`config.mk`:
```
export PLATFORM = sky130hd
export DESIGN_NAME = cfg_width_detect
export DESIGN_NICKNAME = d
export VERILOG_FILES = /design/src/rtl/cwd_pkg.sv /design/src/rtl/cwd_matcher.sv /design/src/rtl/cfg_width_detect.sv
export SDC_FILE = /design/constraint.sdc
export NUM_CORES = 1
export LEC_CHECK = 0
export BUFFER_PORTS_ARGS = -buffer_cell sky130_fd_sc_hd__buf_4
export CELL_PAD_IN_SITES_DETAIL_PLACEMENT = 1
export CELL_PAD_IN_SITES_GLOBAL_PLACEMENT = 1
export CORE_ASPECT_RATIO = 0.75
export CORE_MARGIN = 3
export CORE_UTILIZATION = 30
export CTS_CLUSTER_DIAMETER = 60
export DETAILED_ROUTE_END_ITERATION = 6
export GPL_ROUTABILITY_DRIVEN = 0
export PLACE_DENSITY_LB_ADDON = 0.1
export SYNTH_ARGS = -nofsm -noshare
export SYNTH_HDL_FRONTEND = slang
export SYNTH_SLANG_ARGS = --single-unit
export TNS_END_PERCENT = 30
```
`constraint.sdc`:
```
create_clock -name clk -period 4.1 [get_ports clk]
set_clock_uncertainty 0.1 [all_clocks]
set_input_delay 1.025 -clock clk [delete_from_list [all_inputs] [get_ports clk]]
set_output_delay 1.025 -clock clk [all_outputs]
set_load 0.02 [all_outputs]
```
`src/rtl/cwd_pkg.sv`:
```
package cwd_pkg;

   typedef enum logic [1:0] {
      WID_NONE = 2'b00,
      WID_X8   = 2'b01,
      WID_X16  = 2'b10,
      WID_X32  = 2'b11
   } width_e;

   localparam int SYNC_BYTES = 16;

   // byte k of the synchronisation pattern, first byte on the wire is k=0
   function automatic logic [7:0] sync_byte(input int unsigned k);
      logic [7:0] v;
      if (k < 3)       v = 8'h00;
      else if (k == 3) v = 8'hDD;
      else             v = 8'(k - 3) * 8'h11;
      return v;
   endfunction

   function automatic logic [3:0] lane_mask(input width_e w);
      logic [3:0] m;
      case (w)
         WID_X8:  m = 4'b0001;
         WID_X16: m = 4'b0011;
         default: m = 4'b1111;
      endcase
      return m;
   endfunction

endpackage

```
`src/rtl/cwd_matcher.sv`:
```
module cwd_matcher
   import cwd_pkg::*;
#(
   parameter int BYTES_PER_BEAT = 1
) (
   input  logic                        clk,
   input  logic                        rst_n,
   input  logic                        valid_i,
   input  logic [BYTES_PER_BEAT*8-1:0] slice_i,
   output logic                        hit_o
);

   localparam int BEATS  = SYNC_BYTES / BYTES_PER_BEAT;
   localparam int IDX_W  = $clog2(BEATS);
   localparam int SLICE_W = BYTES_PER_BEAT * 8;
   localparam logic [IDX_W-1:0] LAST = IDX_W'(BEATS - 1);

   logic [IDX_W-1:0]   beat_q;
   logic [SLICE_W-1:0] expect_w;
   logic               match_w;

   // first pattern byte of a beat lands in the most significant byte of the slice
   always_comb begin
      expect_w = '0;
      for (int j = 0; j < BYTES_PER_BEAT; j++) begin
         expect_w[SLICE_W-1-8*j -: 8] = sync_byte(int'(beat_q) * BYTES_PER_BEAT + j);
      end
   end

   assign match_w = (slice_i == expect_w);
   assign hit_o   = valid_i && match_w && (beat_q == LAST);

   always_ff @(posedge clk) begin
      if (!rst_n) begin
         beat_q <= '0;
      end else if (valid_i) begin
         if (match_w && beat_q != LAST) beat_q <= beat_q + 1'b1;
         else                           beat_q <= '0;
      end
   end

endmodule

```
`src/rtl/cfg_width_detect.sv`:
```
module cfg_width_detect
   import cwd_pkg::*;
#(
   parameter int DATA_W        = 32,
   parameter int TIMEOUT_BEATS = 16
) (
   input  logic                clk,
   input  logic                rst_n,
   input  logic                valid_i,
   input  logic [DATA_W-1:0]   data_i,
   output logic                done_o,
   output logic                error_o,
   output logic [1:0]          width_o,
   output logic [DATA_W/8-1:0] lane_en_o
);

   localparam int LANES  = DATA_W / 8;
   localparam int NWID   = 3;
   localparam int CNT_W  = $clog2(TIMEOUT_BEATS + 1);
   localparam logic [CNT_W-1:0] CNT_LAST = CNT_W'(TIMEOUT_BEATS - 1);

   generate
      if (DATA_W != 32) begin : g_bad_width
         $error("cfg_width_detect: DATA_W must be 32");
      end
      if (TIMEOUT_BEATS < SYNC_BYTES) begin : g_bad_timeout
         $error("cfg_width_detect: TIMEOUT_BEATS must cover the x8 pattern");
      end
   endgenerate

   logic [NWID-1:0] hit_w;   // bit g: matcher with 2**g bytes per beat

   generate
      for (genvar g = 0; g < NWID; g++) begin : g_match
         cwd_matcher #(.BYTES_PER_BEAT(1 << g)) u_m (
            .clk     (clk),
            .rst_n   (rst_n),
            .valid_i (valid_i),
            .slice_i (data_i[(8 << g)-1:0]),
            .hit_o   (hit_w[g])
         );
      end
   endgenerate

   width_e          found_w;
   width_e          width_q;
   logic            done_q, err_q;
   logic [CNT_W-1:0] cnt_q;

   // widest completing matcher wins
   always_comb begin
      if (hit_w[2])      found_w = WID_X32;
      else if (hit_w[1]) found_w = WID_X16;
      else if (hit_w[0]) found_w = WID_X8;
      else               found_w = WID_NONE;
   end

   always_ff @(posedge clk) begin
      if (!rst_n) begin
         width_q <= WID_NONE;
         done_q  <= 1'b0;
         err_q   <= 1'b0;
         cnt_q   <= '0;
      end else if (valid_i && !done_q && !err_q) begin
         cnt_q <= cnt_q + 1'b1;
         if (found_w != WID_NONE) begin
            width_q <= found_w;
            done_q  <= 1'b1;
         end else if (cnt_q == CNT_LAST) begin
            err_q <= 1'b1;
         end
      end
   end

   assign done_o    = done_q;
   assign error_o   = err_q;
   assign width_o   = width_q;
   assign lane_en_o = LANES'(lane_mask(width_q));

endmodule

```
-- Yosys cells after proc, flatten, opt, wreduce, memory -nomap -nowiden
Index checks and enable logic that the tools add are counted.
- bits in registers: 18
- bits in latches: 0
- RAM bits: 0
- ROM bits: 0
- bits of input ports: 35
- output and inout port bits: 8
- memories: 0
- add/sub/neg operators: 15
- multiply operators: 7
- divide/modulo/power cells: 0
- magnitude comparators: 7
- eq/ne operators: 17
- shift operators: 0
- mux-type cells: 19
- bitwise operators: 1
- reduce and logical (&&, ||, !) cells: 16
- operators with widths (kind ; count):
    equality test 32 x 2 -> 1 bit (second input constant) ; 4
    < comparator 32 x 2 -> 1 bit (second input constant) ; 4
    two-way mux 8 bit ; 12
    multiplier 8 x 5 -> 8 bit (second input constant) ; 7
    equality test 32 bit ; 1
    subtractor 8 x 2 -> 8 bit (second input constant) ; 4
    equality test 16 bit ; 1
    subtractor 4 x 2 -> 5 bit (second input constant) ; 3
    < comparator 4 x 2 -> 1 bit (second input constant) ; 3
    logical AND 1 bit ; 11
    adder 4 x 1 -> 5 bit (second input constant) ; 2
    adder 4 x 2 -> 5 bit (second input constant) ; 2
    equality test 8 bit ; 1
    one-hot mux 4 bit (2 select lines) ; 1
    two-way mux 2 bit ; 3
    adder 5 x 1 -> 5 bit (second input constant) ; 1
    equality test 5 x 4 -> 1 bit (second input constant) ; 1
    adder 4 x 1 -> 4 bit (second input constant) ; 1
    equality test 2 bit (second input constant) ; 2
    equality test 4 x 2 -> 1 bit (second input constant) ; 1
    equality test 4 bit (second input constant) ; 1
    two-way mux 4 bit ; 1
    != test 4 bit (second input constant) ; 1
    adder 3 x 1 -> 3 bit (second input constant) ; 1
    other kinds (12) ; 13

-- Logic depth before layout (Yosys ltp)
- depth after elaboration: 13
- mapped depth: 13

-- Cells and area by module
A second synthesis with hierarchy kept.
- cells, all modules: 252
- area total of the unflattened synthesis: 2134.5 µm²
- modules (own cells, without submodules) (module ; times used ; cells an instance ; area an instance (µm²) ; seq. area each (µm²)):
    cwd_matcher (g_match[0].u_m) ; 1 ; 79 ; 688.2 ; 80.1
    cwd_matcher (g_match[1].u_m) ; 1 ; 75 ; 583.1 ; 60.1
    cfg_width_detect ; 1 ; 46 ; 449.2 ; 180.2
    cwd_matcher (g_match[2].u_m) ; 1 ; 52 ; 414.1 ; 40.0

-- Worst setup path after synthesis
No wires, ideal clock.
- path type: register to register
- start: register g_match[0].u_m.beat_q[0]
- end: register width_q[1], in the netlist width_o[1]
- arrival time: 3.527 ns
- required time: 3.873 ns
- slack: 0.345 ns
- cell stages (with the launch flop): 14
- buffers on the path: 1
- clock period less this slack: 3.755 ns
- cells stage by stage: dfxtp_1 ha_1 clkbuf_1 nor2b_1 nor2b_1 ha_1 fa_1 xor2_1 o21bai_1 a311o_1 o221ai_1 or3b_1 o311ai_1 o21ai_1
- cells in the longest elaborated chain, start to end: 12
- RTL lines (what ; line ; text):
    start, declared ; cwd_matcher.sv:18 ; logic [IDX_W-1:0] beat_q;
    start signal, assigned ; cwd_matcher.sv:37 ; if (match_w && beat_q != LAST) beat_q <= beat_q + 1'b1;
    subtractor 4 x 2 -> 5 bit ; cwd_pkg.sv:17 ; else v = 8'(k - 3) * 8'h11;
    multiplier 8 x 5 -> 8 bit ; cwd_pkg.sv:17 ;
    two-way mux 8 bit ; cwd_pkg.sv:16 ; else if (k == 3) v = 8'hDD;
    two-way mux 8 bit ; cwd_pkg.sv:15 ; if (k < 3) v = 8'h00;
    equality test 8 bit ; cwd_matcher.sv:30 ; assign match_w = (slice_i == expect_w);
    logical AND 1 bit ; cwd_matcher.sv:31 ; assign hit_o = valid_i && match_w && (beat_q == LAST);
    logical AND 1 bit * ; cwd_matcher.sv:31 ;
    two-way mux 1 bit * ; cfg_width_detect.sv:54 ; else if (hit_w[0]) found_w = WID_X8;
    two-way mux 2 bit * ; cfg_width_detect.sv:53 ; else if (hit_w[1]) found_w = WID_X16;
    two-way mux 2 bit * ; cfg_width_detect.sv:52 ; if (hit_w[2]) found_w = WID_X32;
    nonzero test 2 bit * ; cfg_width_detect.sv:66 ; if (found_w != WID_NONE) begin
    AND reduction 2 bit (no source line) * ; -- ;
    end signal, assigned ; cfg_width_detect.sv:67 ; width_q <= found_w;
    end, declared ; cfg_width_detect.sv:46 ; width_e width_q;
Mark *: on every way between the ends. The rest lies on a longest branch, timed or not.
A chain may end at the register's enable or synchronous reset.

-- Worst setup path after layout
- start: register g_match[0].u_m.beat_q[1]
- end: register width_q[1], in the netlist width_o[1]
The elaborated chain is that of the path after synthesis.

==> metrics.yaml <==
status: "completed"
grt-ovfl-total: 0
insertion_delay_ps: 250
dp_cells: 358
worstPathRequired_ps: 4140
syn_nets: 303
syn2layout_area_growth_pct: 22.0
hold_violations: 0
synth_top_area_share_pct: 18.6
grt_pass1_wl_mm: 9.39
num-fill-cells: 748
start_util_pct: 32.1
synth_area_leaders: "dfxtp_1, ha_1, xor2_1"
grt_antenna_before_repair: 0
ir_worst_vdd_v: 0.000133
wl_per_cell_um: 15.6
synthFlopType: "dfxtp_1"
track_usage_pct: 15.6
hold_buffers: 0
ys_types: 58
fin_cells: 362
utilization_pct: 39.2
cp_top_family: "compound AO/OA/AOI/OAI gates"
via_count: 1925
antennaDiodeCount: 0
die_area_um2: 7470
synth.cell_area_um2: 1940
postCtsResizedCells: 0
power_mw: 0.397
worst_setup_path_start_kind: "flip-flop"
drt_iter0_markers: 79
cts_setup_buffers: 0
multi_input_area_um2: 1460
cts_buffer_depth: 2
powerDensity_nw_per_um2: 168
drv_slew: 0
rsz0062_at_grt: "no"
io_pins: 43
first_pass_iters: 4
synth_top_cell_by_area: "dfxtp_1"
fin_crit_sh_pct: 92.8
ant_nets: 0
synth-edff-count: 0
die_h_um: 75.6
min_period_ps: 3800
ys_ff_latch: 18
hold_end: "error_o$_SDFFE_PN0P_"
netlist_top_cells_count: "dfxtp_1, ha_1, nand2_1, inv_1, nor2_1"
crit_type: "flip-flop to flip-flop"
regToRegStartpoint: "g_match[0].u_m.beat_q[1]$_SDFFE_PN0P_"
cts_root_buf: "clkbuf_8"
maxCapViolations: 0
hp-start: "error_o$_SDFFE_PN0P_"
crit_arrival_ps: 3840
seqCellArea_um2: 360
ys_async_sr_fraction_pct: 0
rrSetupSlack_ps: 300
htreeDepth: 1
p_leak_nw: 0.964
ys_seq_area_share_pct: 18.6
cts_tree: "yes"
hold_path.class: "flip-flop to flip-flop"
crit_chain: "ha_1 -> nor2b_1 -> nor2b_1 -> ha_1 -> fa_1 -> xor2_1 -> o21bai_1 -> a311o_1 -> o221ai_1 -> or3b_1 -> o311ai_1 -> o21ai_1"
cts_sinks: 18
clk_pin_slew_ps: 70
drcViolationCount: 0
die_w_um: 98.8
nets: 340
netlist_instances: 248
max_clock_freq_mhz: 263
yosysWarnings: 0
cts_made_buffers: 3
syn_area_per_cell_um2: 7.81
path_buf_inv: 0
crit_path_max_incr_delay_ps: 460
coreArea_um2: 6040
r2r_end: "width_o[1]$_SDFFE_PN0P_"
hold_depth: 2
routed_wl_mm: 5.64
portBuffers: 41
setup_tns_ps: 0
finalSetupViolations: 0
grt_pass1_vias: 1866
cp-end-kind: "flip-flop"
grt_max_degree: 21
hpwl_mm: 4.62
drive_gt1_share_pct: 18.3
num_rows: 24
finalHoldWorstSlack_ps: 390
via_per_inst: 5.32
worst_r2r_path_depth: 12
cp_slowest_cell: "or3b_1"
cp_max_fo: 7
==> worst max-delay path by stage <==
stage,depth (start not counted),slack (ps),to,start
2_1_floorplan,13,350,width_o[1]$_SDFFE_PN0P_,g_match[0].u_m.beat_q[0]$_SDFFE_PN0P_
3_3_place_gp,12,420,width_o[1]$_SDFFE_PN0P_,g_match[0].u_m.beat_q[1]$_SDFFE_PN0P_
3_5_place_dp,12,320,width_o[1]$_SDFFE_PN0P_,g_match[0].u_m.beat_q[1]$_SDFFE_PN0P_
4_1_cts,12,300,width_o[1]$_SDFFE_PN0P_,g_match[0].u_m.beat_q[1]$_SDFFE_PN0P_
5_1_grt,12,50,width_o[1]$_SDFFE_PN0P_,g_match[0].u_m.beat_q[1]$_SDFFE_PN0P_
6_report,12,300,width_o[1]$_SDFFE_PN0P_,g_match[0].u_m.beat_q[1]$_SDFFE_PN0P_
==> kinds of logic after synthesis <==
kind of cell	count (synthesis)	synth area share, %
AO/OA/AOI/OAI	55	20.1
XOR/XNOR	17	7.68
adder cells (fa/ha/maj)	20	13.7
buffers and inverters	28	6.20
flip-flops	18	18.6
multiplexers	6	3.10
other	1	0.193
AND/OR/NAND/NOR	103	30.5
==> power by group <==
part | total, mW | switching (mW) | internal [mW] | leakage, nW
Combinational | 0.0696 | 0.0338 | 0.0358 | 0.790
Clock | 0.148 | 0.0626 | 0.0853 | 0.0288
Sequential | 0.180 | 0.00219 | 0.177 | 0.146
==> state kept, by name, summed over array words and instances (netlist names) <==
signal / cells
g_match.u_m.beat_q: 9
done_o: 1
cnt_q: 5
width_o: 2
error_o: 1
==> area by class of cell <==
cell class / count / area share, %
multi-input combinational: 202 / 61.6
sequential: 18 / 15.2
timing repair buffer: 45 / 14.3
tap: 78 / 4.13
inverter: 15 / 2.38
clock buffer: 4 / 2.33
==> per-layer routing <==
| metal | GRT usage, % | wire [µm] | up-vias |
|---|---|---|---|
| li1 | - | - | 967 |
| met2 | 22.4 | 2210 | 51 |
| met5 | 0 | 0 | - |
| met3 | 1.83 | 382 | 5 |
| met1 | 24.8 | 3000 | 902 |
| met4 | 3.18 | 40 | 0 |
==> stage by stage <==
stage | setup WS, ps | instance area (µm²)
finish | 297 | 2360
global route | 46.8 | 2360
CTS | 300 | 2360
detailed placement | 316 | 2310
global placement | 419 | 2310
floorplan | 345 | 1940
==> worst register-to-register path, stage by stage (launching register included) <==
cell and delay, ps:
dfxtp_1 430, ha_1 240, nor2b_1 240, nor2b_1 80, ha_1 310, fa_1 430, xor2_1 380, o21bai_1 130
a311o_1 320, o221ai_1 190, or3b_1 460, o311ai_1 290, o21ai_1 90
==> cells in the final DEF, fill, tap and decap left out, drive strengths merged, types with 4 or more instances in the layout <==
cell type  netlist  final
a21oi            9      9
and2            10     10
buf              3     45
clkbuf          10      4
dfxtp           18     18
ha              18     18
inv             15     15
mux2i            6      6
nand2           16     16
nand2b           5      5
nand3           10     10
nor2            12     12
nor2b            9      9
nor3             9      9
nor4             4      4
o21a             5      5
o21ai            9      9
o22ai            6      6
or4              5      5
xnor2            6      6
xor2            11     11
Note: power is estimated with default switching activity, not from simulation.
